## src/rtl/blkx_pkg.sv

```systemverilog
package blkx_pkg;

    typedef enum logic {
        OP_COPY = 1'b0,
        OP_CMP  = 1'b1
    } blk_op_e;

    typedef enum logic [2:0] {
        S_IDLE = 3'd0,
        S_RD   = 3'd1,
        S_WR   = 3'd2,
        S_STEP = 3'd3,
        S_FIN  = 3'd4
    } blk_state_e;

    // flag bit positions
    localparam int FB_S  = 7;
    localparam int FB_Z  = 6;
    localparam int FB_Y  = 5;
    localparam int FB_H  = 4;
    localparam int FB_X  = 3;
    localparam int FB_PV = 2;
    localparam int FB_N  = 1;
    localparam int FB_C  = 0;

    // clock-state cost of one iteration
    localparam int T_CONT = 21;
    localparam int T_LAST = 16;

    typedef struct packed {
        logic [7:0] flags;
        logic       match;
    } flag_res_t;

    function automatic flag_res_t copy_flags(input logic [7:0] fin,
                                             input logic [7:0] val,
                                             input logic [7:0] a,
                                             input logic       cnt_nz);
        logic [7:0] sum;
        flag_res_t  r;
        sum           = val + a;
        r.flags       = 8'h00;
        r.flags[FB_S] = fin[FB_S];
        r.flags[FB_Z] = fin[FB_Z];
        r.flags[FB_C] = fin[FB_C];
        r.flags[FB_X] = sum[3];
        r.flags[FB_Y] = sum[1];
        r.flags[FB_PV] = cnt_nz;
        r.match       = 1'b0;
        return r;
    endfunction

    function automatic flag_res_t cmp_flags(input logic [7:0] fin,
                                            input logic [7:0] val,
                                            input logic [7:0] a,
                                            input logic       cnt_nz);
        logic [7:0] diff;
        logic [7:0] adj;
        logic       hb;
        flag_res_t  r;
        diff           = a - val;
        hb             = (a[4] ^ val[4]) ^ diff[4];
        adj            = diff - {7'd0, hb};
        r.flags        = 8'h00;
        r.flags[FB_S]  = diff[7];
        r.flags[FB_Z]  = (diff == 8'h00);
        r.flags[FB_H]  = hb;
        r.flags[FB_X]  = adj[3];
        r.flags[FB_Y]  = adj[1];
        r.flags[FB_PV] = cnt_nz;
        r.flags[FB_N]  = 1'b1;
        r.flags[FB_C]  = fin[FB_C];
        r.match        = (diff == 8'h00);
        return r;
    endfunction

endpackage

```

## src/rtl/blkx_flagcalc.sv

```systemverilog
module blkx_flagcalc
    import blkx_pkg::*;
(
    input  blk_op_e    op,
    input  logic [7:0] fin,
    input  logic [7:0] val,
    input  logic [7:0] a,
    input  logic       cnt_nz,
    output logic [7:0] fout,
    output logic       match
);
    flag_res_t res_copy;
    flag_res_t res_cmp;
    flag_res_t res_sel;

    always_comb begin
        res_copy = copy_flags(fin, val, a, cnt_nz);
        res_cmp  = cmp_flags(fin, val, a, cnt_nz);
        res_sel  = (op == OP_CMP) ? res_cmp : res_copy;
        fout     = res_sel.flags;
        match    = res_sel.match;
    end
endmodule

```

## src/rtl/blkx_ptrs.sv

```systemverilog
module blkx_ptrs #(
    parameter int AW = 16,
    parameter int CW = 16
) (
    input  logic          clk,
    input  logic          rst,
    input  logic          load,
    input  logic          step,
    input  logic          down,
    input  logic          move_dst,
    input  logic [AW-1:0] src_in,
    input  logic [AW-1:0] dst_in,
    input  logic [CW-1:0] cnt_in,
    output logic [AW-1:0] src_q,
    output logic [AW-1:0] dst_q,
    output logic [CW-1:0] cnt_q,
    output logic [CW-1:0] cnt_dec
);
    localparam int NPTR = 2;

    logic [AW-1:0] ptr_q    [NPTR];
    logic [AW-1:0] ptr_init [NPTR];
    logic          ptr_move [NPTR];

    assign ptr_init[0] = src_in;
    assign ptr_init[1] = dst_in;
    assign ptr_move[0] = 1'b1;
    assign ptr_move[1] = move_dst;

    genvar g;
    generate
        for (g = 0; g < NPTR; g++) begin : g_ptr
            always_ff @(posedge clk) begin
                if (rst)
                    ptr_q[g] <= '0;
                else if (load)
                    ptr_q[g] <= ptr_init[g];
                else if (step && ptr_move[g])
                    ptr_q[g] <= down ? (ptr_q[g] - 1'b1) : (ptr_q[g] + 1'b1);
            end
        end
    endgenerate

    assign src_q   = ptr_q[0];
    assign dst_q   = ptr_q[1];
    assign cnt_dec = cnt_q - 1'b1;

    always_ff @(posedge clk) begin
        if (rst)
            cnt_q <= '0;
        else if (load)
            cnt_q <= cnt_in;
        else if (step)
            cnt_q <= cnt_dec;
    end

    p_cnt_step_r3: assert property (@(posedge clk) disable iff (rst)
        (step && !load) |=> (cnt_q == CW'($past(cnt_q) - 1'b1)));

    p_src_move_r1: assert property (@(posedge clk) disable iff (rst)
        (step && !load) |=> (src_q != $past(src_q)));
endmodule

```

## src/rtl/blkx_engine.sv

```systemverilog
module blkx_engine
    import blkx_pkg::*;
#(
    parameter int AW = 16,
    parameter int CW = 16,
    parameter int TW = 24
) (
    input  logic          clk,
    input  logic          rst,
    input  logic          cmd_valid,
    input  logic          cmd_cmp,
    input  logic          cmd_down,
    input  logic          cmd_rep,
    input  logic [7:0]    acc,
    input  logic [7:0]    flags_in,
    input  logic [AW-1:0] src_in,
    input  logic [AW-1:0] dst_in,
    input  logic [CW-1:0] cnt_in,
    input  logic          suspend_req,
    output logic          mem_req,
    output logic          mem_we,
    output logic [AW-1:0] mem_addr,
    output logic [7:0]    mem_wdata,
    input  logic          mem_ack,
    input  logic [7:0]    mem_rdata,
    output logic          busy,
    output logic          done,
    output logic [AW-1:0] src_out,
    output logic [AW-1:0] dst_out,
    output logic [CW-1:0] cnt_out,
    output logic [7:0]    flags_out,
    output logic          redo,
    output logic [TW-1:0] tstates
);
    blk_state_e    state_q;
    blk_op_e       op_q;
    logic          down_q;
    logic          rep_q;
    logic [7:0]    acc_q;
    logic [7:0]    flags_q;
    logic [7:0]    data_q;
    logic          redo_q;
    logic [TW-1:0] tst_q;

    logic          start;
    logic          step_en;
    logic [CW-1:0] cnt_dec;
    logic          cnt_nz;
    logic [7:0]    flags_nx;
    logic          match;
    logic          cont;

    assign busy    = (state_q == S_RD) || (state_q == S_WR) || (state_q == S_STEP);
    assign done    = (state_q == S_FIN);
    assign start   = cmd_valid && !busy;
    assign step_en = (state_q == S_STEP);
    assign cnt_nz  = (cnt_dec != '0);
    assign cont    = rep_q && cnt_nz && !((op_q == OP_CMP) && match);

    blkx_ptrs #(.AW(AW), .CW(CW)) u_ptrs (
        .clk      (clk),
        .rst      (rst),
        .load     (start),
        .step     (step_en),
        .down     (down_q),
        .move_dst (op_q == OP_COPY),
        .src_in   (src_in),
        .dst_in   (dst_in),
        .cnt_in   (cnt_in),
        .src_q    (src_out),
        .dst_q    (dst_out),
        .cnt_q    (cnt_out),
        .cnt_dec  (cnt_dec)
    );

    blkx_flagcalc u_flags (
        .op     (op_q),
        .fin    (flags_q),
        .val    (data_q),
        .a      (acc_q),
        .cnt_nz (cnt_nz),
        .fout   (flags_nx),
        .match  (match)
    );

    always_ff @(posedge clk) begin
        if (rst) begin
            state_q <= S_IDLE;
            op_q    <= OP_COPY;
            down_q  <= 1'b0;
            rep_q   <= 1'b0;
            acc_q   <= 8'h00;
            flags_q <= 8'h00;
            data_q  <= 8'h00;
            redo_q  <= 1'b0;
            tst_q   <= '0;
        end else begin
            case (state_q)
                S_IDLE, S_FIN: begin
                    if (start) begin
                        op_q    <= cmd_cmp ? OP_CMP : OP_COPY;
                        down_q  <= cmd_down;
                        rep_q   <= cmd_rep;
                        acc_q   <= acc;
                        flags_q <= flags_in;
                        redo_q  <= 1'b0;
                        tst_q   <= '0;
                        state_q <= S_RD;
                    end else begin
                        state_q <= S_IDLE;
                    end
                end
                S_RD: begin
                    if (mem_ack) begin
                        data_q  <= mem_rdata;
                        state_q <= (op_q == OP_COPY) ? S_WR : S_STEP;
                    end
                end
                S_WR: begin
                    if (mem_ack)
                        state_q <= S_STEP;
                end
                S_STEP: begin
                    flags_q <= flags_nx;
                    if (cont) begin
                        tst_q <= tst_q + TW'(T_CONT);
                        if (suspend_req) begin
                            redo_q  <= 1'b1;
                            state_q <= S_FIN;
                        end else begin
                            state_q <= S_RD;
                        end
                    end else begin
                        tst_q   <= tst_q + TW'(T_LAST);
                        state_q <= S_FIN;
                    end
                end
                default: state_q <= S_IDLE;
            endcase
        end
    end

    assign mem_req   = (state_q == S_RD) || (state_q == S_WR);
    assign mem_we    = (state_q == S_WR);
    assign mem_addr  = (state_q == S_WR) ? dst_out : src_out;
    assign mem_wdata = data_q;
    assign flags_out = flags_q;
    assign redo      = redo_q;
    assign tstates   = tst_q;

    p_req_busy_r11: assert property (@(posedge clk) disable iff (rst)
        mem_req |-> busy);

    p_done_pulse_r11: assert property (@(posedge clk) disable iff (rst)
        done |=> !done);

    p_req_hold_r11: assert property (@(posedge clk) disable iff (rst)
        (mem_req && !mem_ack) |=> (mem_req && $stable(mem_addr) && $stable(mem_we)));

    p_no_write_cmp_r2: assert property (@(posedge clk) disable iff (rst)
        (mem_req && mem_we) |-> (op_q == OP_COPY));

    p_pv_count_r3: assert property (@(posedge clk) disable iff (rst)
        done |-> (flags_out[FB_PV] == (cnt_out != '0)));

    p_redo_left_r10: assert property (@(posedge clk) disable iff (rst)
        (done && redo) |-> (cnt_out != '0));

    p_cost_step_r9: assert property (@(posedge clk) disable iff (rst)
        step_en |=> ((tst_q == TW'($past(tst_q) + TW'(T_CONT))) ||
                     (tst_q == TW'($past(tst_q) + TW'(T_LAST)))));
endmodule

```

## config.mk

```make
export PLATFORM = sky130hd
export DESIGN_NAME = blkx_engine
export DESIGN_NICKNAME = d
export VERILOG_FILES = /design/src/rtl/blkx_pkg.sv /design/src/rtl/blkx_flagcalc.sv /design/src/rtl/blkx_ptrs.sv /design/src/rtl/blkx_engine.sv
export SDC_FILE = /design/constraint.sdc
export NUM_CORES = 1
export LEC_CHECK = 0
export ABC_AREA = 1
export BUFFER_PORTS_ARGS = -buffer_cell sky130_fd_sc_hd__buf_2
export CAP_MARGIN = 20
export CORE_UTILIZATION = 46
export DETAILED_ROUTE_END_ITERATION = 10
export PLACE_DENSITY = 0.73
export SLEW_MARGIN = 10
export SYNTH_ARGS = -nofsm -noshare
export SYNTH_HDL_FRONTEND = slang
export SYNTH_SLANG_ARGS = --single-unit
```

## constraint.sdc

```tcl
create_clock -name clk -period 2.9 [get_ports clk]
set_clock_uncertainty 0.15 [all_clocks]
set_input_delay 0.145 -clock clk [delete_from_list [all_inputs] [get_ports clk]]
set_output_delay 0.145 -clock clk [all_outputs]
set_load 0.01 [all_outputs]
```

Word level (Yosys, flattened, before mapping) --
Memory sizes are Yosys's and may differ from the RTL's. Index checks and enable logic that the tools add are counted.
Operators by class: bitwise operators 8, muxes and demuxes 40, reductions and logical operators 22, eq/ne operators 10, add/sub/neg operators 10
Operators with widths (number):
- $mux W16 | 9
- $add A24 B5 Y24 const B | 2
- $mux W24 | 2
- $pmux W24 S2 | 1
- $sub A16 B1 Y16 const B | 3
- $add A16 B1 Y16 const B | 2
- $mux W1 | 19
- $pmux W8 S2 | 1
- $reduce_bool A16 Y1 | 1
- $mux W3 | 4
- $pmux W3 S4 | 1
- $ne A2 B2 Y1 const B | 5
- $mux W9 | 1
- $logic_not A8 Y1 | 1
- $mux W8 | 1
- $reduce_and A2 Y1 | 4
- $sub A8 B8 Y8 | 1
- $eq A3 B2 Y1 const B | 2
- $reduce_and A3 Y1 | 2
- $logic_and A1 B1 Y1 | 5
- $add A4 B4 Y4 | 1
- $or A1 B1 Y1 | 4
- $reduce_and A4 Y1 | 1
- $reduce_bool A2 Y1 | 2
- other kinds (11) | 15
Word-level totals: word-level logic and storage cells 103, register bits 71, input bits 80, RAM bits 32, output and inout port bits 109, memories kept 1
Memories:
- u_ptrs.ptr_q | depth 2, width 16, rd ports 2, clocked after Yosys merged registers in 0, write ports 2, RTL line blkx_ptrs.sv:21 | logic [AW-1:0] ptr_q [NPTR];

Longest topological paths before layout --
Gate-level depths: netlist (run 1).
depth in word-level cells 10, gate-level depth with buffers 18, gate-level depth less buffers 17

Cells and area by module --
A second synthesis (run 1) with hierarchy kept.
Second synthesis, totals: cells, all modules 1233, area, all modules 7882.6 um^2
By module, submodules not included:
- blkx_ptrs | instances 1, sequential area each 1281.2 um^2, cells each 612, area each 4147.7 um^2
- blkx_engine | instances 1, sequential area each 1101.1 um^2, cells each 501, area each 3111.7 um^2
- blkx_flagcalc | instances 1, sequential area each 0.0 um^2, cells each 120, area each 623.1 um^2

Worst setup path after synthesis (run 1) --
OpenSTA, ideal clock, no wires.
path type register to register, start point reg down_q, end point mem u_ptrs.ptr_q[1][12], data pin, stages on the path, launching flop included 11, period minus slack after synthesis 3.073 ns, setup time 0.260 ns, slack -0.173 ns, path buffers 0, required time 2.490 ns, arrival time 2.662 ns, path through dfxtp_1 > inv_1 > fa_1 > o21ai_0 > a21oi_1 > o21ai_0 > a21boi_0 > o21ai_0 > nand2_1 > nand2_1 > o21ai_0
RTL lines:
- start: declaration | RTL line blkx_engine.sv:37 | logic down_q;
- start signal: assignment | RTL line blkx_engine.sv:102 | down_q <= cmd_down;
- end: declaration | RTL line blkx_ptrs.sv:21

Worst setup path in the final report (run 1) --
start point reg data_q[2], in the netlist mem_wdata[2], end point reg tst_q[4], in the netlist tstates[4]
On the way: cells in the longest elaborated chain, start to end 8
Ends and longest elaborated chain:
- start: declaration | RTL line blkx_engine.sv:41 | logic [7:0] data_q;
- start signal: assignment | RTL line blkx_engine.sv:115 | data_q <= mem_rdata;
- $sub A8 B8 Y8 | RTL line blkx_pkg.sv:61 | diff = a - val;
- $logic_not A8 Y1 | RTL line blkx_pkg.sv:73 | r.match = (diff == 8'h00);
- $mux W9 | RTL line blkx_flagcalc.sv:19 | res_sel = (op == OP_CMP) ? res_cmp : res_copy;
- $logic_and A1 B1 Y1 | RTL line blkx_engine.sv:58 | assign cont = rep_q && cnt_nz && !((op_q == OP_CMP) && match);
- $logic_not A1 Y1 | RTL line blkx_engine.sv:58
- $logic_and A1 B1 Y1 | RTL line blkx_engine.sv:58
- $mux W24 | RTL line blkx_engine.sv:125 | if (cont) begin
- $pmux W24 S2 | RTL line blkx_engine.sv:98 | case (state_q)
- end signal: assignment | RTL line blkx_engine.sv:126 | tst_q <= tst_q + TW'(T_CONT);
- end signal: assignment | RTL line blkx_engine.sv:134 | tst_q <= tst_q + TW'(T_LAST);
- end: declaration | RTL line blkx_engine.sv:43 | logic [TW-1:0] tst_q;
No other way between the ends. The select of a mux whose other input is x is not followed. A chain may end at the register's enable or synchronous reset.

==> results of run 1 <==
-- cell usage after synthesis (2+ instances only) --
| cell type | n | area (um^2) |
|---|---|---|
| nand2_1 | 279 | 1050 |
| inv_1 | 114 | 428 |
| nor2_1 | 108 | 405 |
| nand3_1 | 93 | 465 |
| a21oi_1 | 92 | 460 |
| dfxtp_1 | 71 | 1420 |
| o21ai_0 | 66 | 330 |
| ha_1 | 43 | 538 |
| xor2_1 | 39 | 342 |
| edfxtp_1 | 32 | 961 |
| clkbuf_1 | 28 | 105 |
| xnor2_1 | 23 | 201 |
| nor3_1 | 14 | 70.1 |
| nand4_1 | 10 | 62.6 |
| a21o_1 | 7 | 52.6 |
| a221oi_1 | 6 | 52.6 |
| buf_2 | 6 | 30.0 |
| or2_2 | 6 | 37.5 |
| a22o_1 | 5 | 43.8 |
| nand2_2 | 5 | 31.3 |
| o211ai_1 | 5 | 37.5 |
| a22oi_1 | 4 | 30.0 |
| buf_4 | 4 | 30.0 |
| nor2_2 | 4 | 25.0 |
| a21boi_0 | 3 | 22.5 |
| a31oi_1 | 3 | 18.8 |
| buf_1 | 3 | 11.3 |
| fa_1 | 3 | 60.1 |
| inv_2 | 3 | 11.3 |
| nand3b_1 | 3 | 22.5 |
| nor4_1 | 3 | 18.8 |
| o21ai_1 | 3 | 15.0 |
| o21bai_1 | 3 | 22.5 |
| o31ai_1 | 3 | 22.5 |
| a32o_1 | 2 | 20.0 |
| nand3_2 | 2 | 20.0 |
| nor2_4 | 2 | 22.5 |
| o221ai_1 | 2 | 17.5 |
-- registers in the layout (all words and copies together), names as in the netlist --
name,flops
mem_wdata,8
tstates,24
flags_out,8
u_ptrs.ptr_q,32
acc_q,8
op_q,1
redo,1
u_ptrs.cnt_q,16
rep_q,1
down_q,1
state_q,3
-- metrics by stage --
step	setup slack (ns)	hold slack, ns	instances	power, W	util
floorplan	0.149	0.106	1110	0.00290	-
global placement	0.273	0.217	1493	0.00338	0.548
detailed placement	0.201	0.223	1493	0.00340	0.548
CTS	0.171	0.00580	1578	0.00476	0.610
global route	0.0423	0.0307	1578	0.00508	0.611
finish	0.266	0.0158	1578	0.00476	0.611
-- layout by cell type (no fill, tap or decap), drive strengths merged, types with 32 or more instances in the layout --
| master | n |
|---|---|
| a21oi | 92 |
| inv | 118 |
| buf | 209 |
| dlygate4sd3 | 69 |
| ha | 43 |
| nor2 | 114 |
| edfxtp | 32 |
| dfxtp | 71 |
| nand3 | 95 |
| nand2 | 284 |
| xor2 | 39 |
| o21ai | 69 |
-- what timing repair did --
item | CTS | global route
endpoints found under the hold margin | 70 | 0
resized for setup | 0 | 6
endpoints found under the setup margin | 0 | 22
hold buffers | 69 | 0
-- final cells by class --
cell class / count / area [um^2]
clock buffers: 13 / 262
fillers: 1477 / 6230
clock inverters: 3 / 41.3
multi-input cells: 847 / 4580
inverters: 118 / 443
repair buffers: 278 / 1790
well taps: 216 / 270
flip-flops and latches: 103 / 2380
-- kinds of logic (layout without fill, tap and decap cells) --
group / count (synthesis) / after routing / share of synthesized area
compound gates: 207 / 207 / 0.155
fa+ha+maj: 46 / 46 / 0.0789
xor+xnor: 62 / 62 / 0.0717
flops: 103 / 103 / 0.314
simple gates: 532 / 532 / 0.297
buf+inv: 160 / 412 / 0.0832
-- path summary, 6_finish.rpt --
kind,slack [ns],cells past startpoint,to,from
worst max-delay path,0.27,15,tstates[4],mem_wdata[2]
worst min-delay path,0.02,5,u_ptrs.ptr_q[1][6],dst_in[6]
worst max register to register,0.27,15,tstates[4],mem_wdata[2]
worst min register to register,0.32,2,redo,redo
-- worst max-delay path: cells and delay by family (launching register included) --
kind / cells / cell delay (ns)
flip-flops: 1 / 0.36
AO/OA/AOI/OAI: 2 / 0.33
adder cells (fa/ha/maj): 1 / 0.40
buffers and inverters: 2 / 0.36
AND/OR/NAND/NOR: 10 / 0.92
-- per-layer routing --
layer	global-route usage	wire length [um]	vias to the layer above
met2	0.482	11000	301
met4	0.108	581	0
met1	0.362	10500	3833
li1	-	-	4172
met5	0	0	-
met3	0.0349	1400	44
-- power by group through the flow --
stage	combinational [W]	sequential [W]	clock [W]
after floorplan	0.00110	0.00180	0
after global placement	0.00161	0.00178	0
after detailed placement	0.00163	0.00178	0
after CTS	0.00171	0.00175	0.00130
after global routing	0.00195	0.00176	0.00136
final	0.00173	0.00175	0.00129
==> metrics.yaml, run 1 <==
cells_and_area:
  drive_above_1_share: 0.183
  area_growth_pct: 28.9
  num-nets-final: 1483
  n_antenna_cell: 0
  finalInstanceArea_mm2: 0.00977
sta:
  fin_crit_ns: 2.63
  fin_crit_sh: 0.908
  relSlewSlack: 0.525
  tightest_slew_ns: 0.712
  slew_viol_final: 0
  rsz0062_at_grt: "no"
  finalHoldViolCount: 0
  setup_violations: 0
  fmax_ghz: 0.380
  fin_tns_setup_ns: 0
critical_path:
  critPathRequiredTime_ns: 3.00
  cp_cell_sequence: "inv_1, ha_1, a21oi_1, nand2_1, nand2_1, nand2_1, nand2_1, nand2_1, nand3_1, nor2_1, nor2_2, buf_4, nand3_1, a22oi_1, nor2_1"
  crit_type: "reg -> reg"
  cp_common_cell: "nand2_1"
  critPathMaxFanout: 18
  slowest_stage: "ha_1"
  end_kind: "register"
  cp-start-kind: "register"
  worstPathArrival_ns: 2.74
  max_stage_delay_ns: 0.40
logic_synthesis:
  ys_seq_elements: 103
  synthCells: 1110
  ys.flop_type: "dfxtp_1"
  ys_seq_area_frac: 0.314
  yosysWarnings: 0
  synth_area_per_cell_um2: 6.83
  synthesis.area_mm2: 0.00758
  ys_async_sr_fraction: 0
  syn_nets: 1236
  synth_edf_count: 32
  ys_types: 46
global_routing:
  grt_start_max_net_pins: 34
  track_usage: 0.282
  gr-total-overflow: 0
  grt_antenna_before_repair: 0
  first_global_vias: 7759
  grt_first_pass_wirelength_mm: 37.8
floorplanning:
  die-area_mm2: 0.0170
  coreArea_mm2: 0.0160
  die_w_um: 130
  ioPinCount: 189
  start_util: 0.474
  rows: 46
  die_h_um: 130
power:
  pwr-share-clk: 0.271
  p_per_area_mw_per_mm2: 488
  seqPwrFrac: 0.367
  vdd_drop_max_v: 0.000334
  swShare: 0.364
  p_leak_nw: 4.80
  pwr-share-comb: 0.362
  power.internal_w: 0.00303
  power.switching_w: 0.00173
clocking:
  post_cts_buffers: 0
  cts_buffers: 9
  htreeDepth: 3
  cts_tree: "done"
  cts.sinks: 103
  clk_pin_slew_ns: 0.07
  cts_buffer_depth: 2
  clk_latency_ns: 0.36
  root_buffer: "clkbuf_16"
drt:
  num_vias: 8350
  drt-vias-per-instance: 5.29
  ant_nets: 0
  drc: 0
  drtIter0Drc: 578
  wl_mm: 23.4
  first_pass_iters: 5
  avgRoutedWirePerCell_um: 14.8
run_status:
  outcome: "finished, final reports clean"
hold_path:
  hp-class: "in -> reg"
placed_design:
  hpwl_mm: 16.9
  placed_cell_area_mm2: 0.00877
  io_buffers: 188
  gp_congestion: 0.927
run:
  max-cap-violations: 0
(Power assumes the default switching activity.)
==> run 2, diff against run 1 <==
- ABC_AREA: 1 -> not set
- PLACE_DENSITY: 0.73 -> 0.74
==> run 2 against run 1 <==
Register-to-register slack lost 0.47 ns. Final cell count shrank 14%. The run now ends with setup timing left. First-iteration DRC count shrank 25%. Non-clock buffer count grew 103. Final area grew 6.0%. Power shrank 3.1%. Synthesized cell count shrank 26%. Largest cell class unchanged. Fmax shrank 15%. Synthesized area shrank 8.9%. Clock power is essentially flat. Critical path depth shrank 5.
==> metrics.yaml, run 2 <==
clocking:
  clk_latency_ns: 0.36  # about the same
  cts.sinks: 103  # unchanged
  clk_pin_slew_ns: 0.07  # about the same
  cts_tree: "done"  # unchanged
  cts_buffers: 9  # unchanged
  root_buffer: "clkbuf_16"  # unchanged
  cts_buffer_depth: 2  # unchanged
  htreeDepth: 3  # unchanged
critical_path:
  r2r_cells: 10  # was 15
  startpoint: "u_ptrs.cnt_q[8]"  # was mem_wdata[2]
  max_stage_delay_ns: 0.53  # was 0.40 ns
  path_depth: 10  # was 15
  reg2reg_to: "tstates[6]"  # was tstates[4]
  cp_common_cell: "o31a_4"  # was nand2_1
  slowest_stage: "or4_4"  # was ha_1
  endpoint: "tstates[6]"  # was tstates[4]
  worstPathArrival_ns: 3.20  # was 2.74 ns
  cp-start-kind: "register"  # unchanged
  reg2reg_from: "u_ptrs.cnt_q[8]"  # was mem_wdata[2]
  end_kind: "register"  # unchanged
  ff2ff_setup_slack_ns: -0.20  # was 0.27 ns
  critPathBufInv: 1  # was 2
  critPathRequiredTime_ns: 3.00  # about the same
  crit_type: "reg -> reg"  # unchanged
  cp_cell_sequence: "or4_4, buf_4, nor3_4, xor2_1, a2111o_1, o31a_4, o31a_4, and2_4, a32oi_2, mux2_4"  # was inv_1, ha_1, a21oi_1, nand2_1, nand2_1, nand2_1, nand2_1, nand2_1, nand3_1, nor2_1, nor2_2, buf_4, nand3_1, a22oi_1, nor2_1
  critPathMaxFanout: 4  # was 18
  path_delay_family: "compound AO/OA/AOI/OAI gates"  # was simple AND/OR/NAND/NOR gates
logic_synthesis:
  ys_seq_area_frac: 0.345  # was 0.314
  synth_most_common_cell: "nand2_1"  # unchanged
  ys_seq_elements: 103  # unchanged
  post_synth_xor_area_fraction: 0.0495  # was 0.0717
  ys_async_sr_fraction: 0  # unchanged
  synth_top_family_by_area: "simple AND/OR/NAND/NOR gates"  # unchanged
  yosys.area_share.simple: 0.228  # was 0.297
  synthesis.area_mm2: 0.00690  # was 0.00758 mm^2
  yosysWarnings: 0  # unchanged
  ys_types: 75  # was 46
  syn_nets: 949  # was 1,236
  synth_top_area_cell: "dfxtp_1"  # unchanged
  synth_area_per_cell_um2: 8.39  # was 6.83 um^2
  synthTopCellsByArea: "dfxtp_1 21%, edfxtp_1 14%, ha_1 7.8%"  # was dfxtp_1 19%, nand2_1 14%, edfxtp_1 13%
  synth-compound-area-share: 0.212  # was 0.155
  synth-adder-area-share: 0.0867  # was 0.0789
  synth_edf_count: 32  # unchanged
  synthTopCellsByCount: "97 x nand2_1, 89 x nor2_1, 74 x a21oi_1"  # was 279 x nand2_1, 114 x inv_1, 108 x nor2_1
  synthMuxAreaShare: 0.0352  # was 0
  ys.flop_type: "dfxtp_1"  # unchanged
  synthCells: 823  # was 1,110
  synth_top_area_share: 0.206  # was 0.188
drt:
  drc: 0  # unchanged
  drtIter0Drc: 435  # was 578
  avgRoutedWirePerCell_um: 17.1  # was 14.8 um
  drt-vias-per-instance: 5.69  # was 5.29
  wl_mm: 23.3  # was 23.4 mm
  ant_nets: 0  # unchanged
  first_pass_iters: 5  # unchanged
  num_vias: 7738  # was 8,350
placed_design:
  dp_slack_ns: -0.240  # was 0.201 ns
  io_buffers: 188  # unchanged
  gp_congestion: 0.925  # was 0.927
  hpwl_mm: 15.3  # was 16.9 mm
sta:
  relSlewSlack: 0.524  # was 0.525
  fin_crit_ns: 3.10  # was 2.63 ns
  finalHoldViolCount: 0  # unchanged
  rsz0062_at_grt: "yes"  # was no
  tightest_slew_ns: 0.715  # was 0.712 ns
  slew_viol_final: 0  # unchanged
  fin_tns_setup_ns: -2.28  # was 0 ns
  fin_ws_ns: -0.199  # was 0.266 ns
  fmax_ghz: 0.323  # was 0.380 GHz
  setup_violations: 21  # was 0
  fin_crit_sh: 1.07  # was 0.908
floorplanning:
  die-area_mm2: 0.0155  # was 0.0170 mm^2
  ioPinCount: 189  # unchanged
  start_util: 0.473  # was 0.474
  die_h_um: 124  # was 130 um
  rows: 44  # was 46
  coreArea_mm2: 0.0146  # was 0.0160 mm^2
  die_w_um: 124  # was 130 um
cells_and_area:
  area_growth_pct: 50.1  # was 28.9%
  n_antenna_cell: 0  # unchanged
  num-nets-final: 1298  # was 1,483
  fillers: 1080  # was 1,477
  final_common_cell: "buf_2"  # was nand2_1
  layout_common_cells: "188 x buf_2, 103 x buf_4, 95 x nand2_1, 82 x nor2_1, 75 x dlygate4sd3_1"  # was 279 x nand2_1, 188 x buf_2, 114 x inv_1, 107 x nor2_1, 93 x nand3_1
  largest_reg_flops: 32  # unchanged
  regMostFlops: "u_ptrs.ptr_q"  # unchanged
  drive_above_1_share: 0.364  # was 0.183
global_routing:
  grt_antenna_before_repair: 1  # was 0
  grt_start_max_net_pins: 67  # was 34
  first_global_vias: 7570  # was 7,759
  gr-total-overflow: 0  # unchanged
  track_usage: 0.290  # was 0.282
  grt_first_pass_wirelength_mm: 36.5  # was 37.8 mm
run:
  max-cap-violations: 0  # unchanged
hold_path:
  hp-class: "in -> reg"  # unchanged
  hold_depth: 3  # was 5
run_status:
  outcome: "finished, violations left"  # was finished, final reports clean
  violations: "setup timing"
power:
  vdd_drop_max_v: 0.000301  # was 0.000334 V
  p_per_area_mw_per_mm2: 446  # was 488 mW/mm^2
  p_leak_nw: 4.67  # was 4.80 nW
[run 2: cell count changes in the layout (fill, tap and decap cells not counted), moves of 9 or more]
cell,previous run,this run
nand2_1,279,95
inv_1,114,25
buf_4,21,103
nand3_1,93,18
o21ai_0,62,36
a21oi_1,92,67
nor2_1,107,82
xor2_1,39,17
buf_6,0,15
mux2_2,0,15
or3_1,0,15
ha_4,0,9
[run 2: repair_timing]
item,4_1_cts,5_1_grt
endpoints found under the setup margin,31,36
setup buffers,10,9
gates cloned,1,0
pin swaps,30,28
resized for setup,37,49
hold buffers,75,0
endpoints found under the hold margin,74,0
[run 2: worst min path at each step]
stage	from	to	slack (ns)
after floorplan	cmd_down	down_q	0.12
after global placement	mem_rdata[2]	mem_wdata[2]	0.22
after detailed placement	mem_rdata[1]	mem_wdata[1]	0.23
after CTS	dst_in[8]	u_ptrs.ptr_q[1][8]	0.02
after global routing	dst_in[10]	u_ptrs.ptr_q[1][10]	0.06
final	dst_in[10]	u_ptrs.ptr_q[1][10]	0.01
[run 2: final cells by class]
cell class / count / area [um^2] / share of cell area
flip-flops and latches: 103 / 2390 / 0.231
repair buffers: 381 / 2630 / 0.254
clock buffers: 13 / 293 / 0.0283
clock inverters: 3 / 20.0 / 0.00193
multi-input cells: 647 / 4670 / 0.451
inverters: 30 / 118 / 0.0114
well taps: 184 / 230 / 0.0222
[run 2: tightest hold or removal path, cell delays in order]
cell     delay, ns
buf_2         0.10
a22oi_1       0.08
nor2_1        0.08
[run 2: logic make-up after synthesis]
kind of cell | Yosys count
multiplexers | 22
flip-flops | 103
AO/OA/AOI/OAI | 221
adder cells (fa/ha/maj) | 46
XOR/XNOR | 39
buffers and inverters | 73
AND/OR/NAND/NOR | 319
[run 2: power breakdown]
part           switching, W  internal (W)  total [W]
Combinational      0.000841      0.000795    0.00164
Sequential         0.000103       0.00160    0.00170
Clock              0.000570      0.000713    0.00128
Total               0.00151       0.00310    0.00462
[run 2: per-layer routing]
metal,vias up,routed length (um),track usage
met5,-,0,0
met4,0,1010,0.159
met3,81,1470,0.0537
met2,324,11600,0.496
met1,3636,9210,0.342
li1,3697,-,-
[run 2: stage by stage]
step | power (W) | utilization | cell area (um^2) | instances | hold WS, ns
2_1_floorplan | 0.00256 | - | 7040 | 823 | 0.121
3_3_place_gp | 0.00307 | 0.603 | 8800 | 1252 | 0.221
3_5_place_dp | 0.00310 | 0.603 | 8800 | 1252 | 0.226
4_1_cts | 0.00451 | 0.694 | 10100 | 1354 | 0.0198
5_1_grt | 0.00483 | 0.710 | 10400 | 1361 | 0.0574
6_report | 0.00462 | 0.710 | 10400 | 1361 | 0.0127
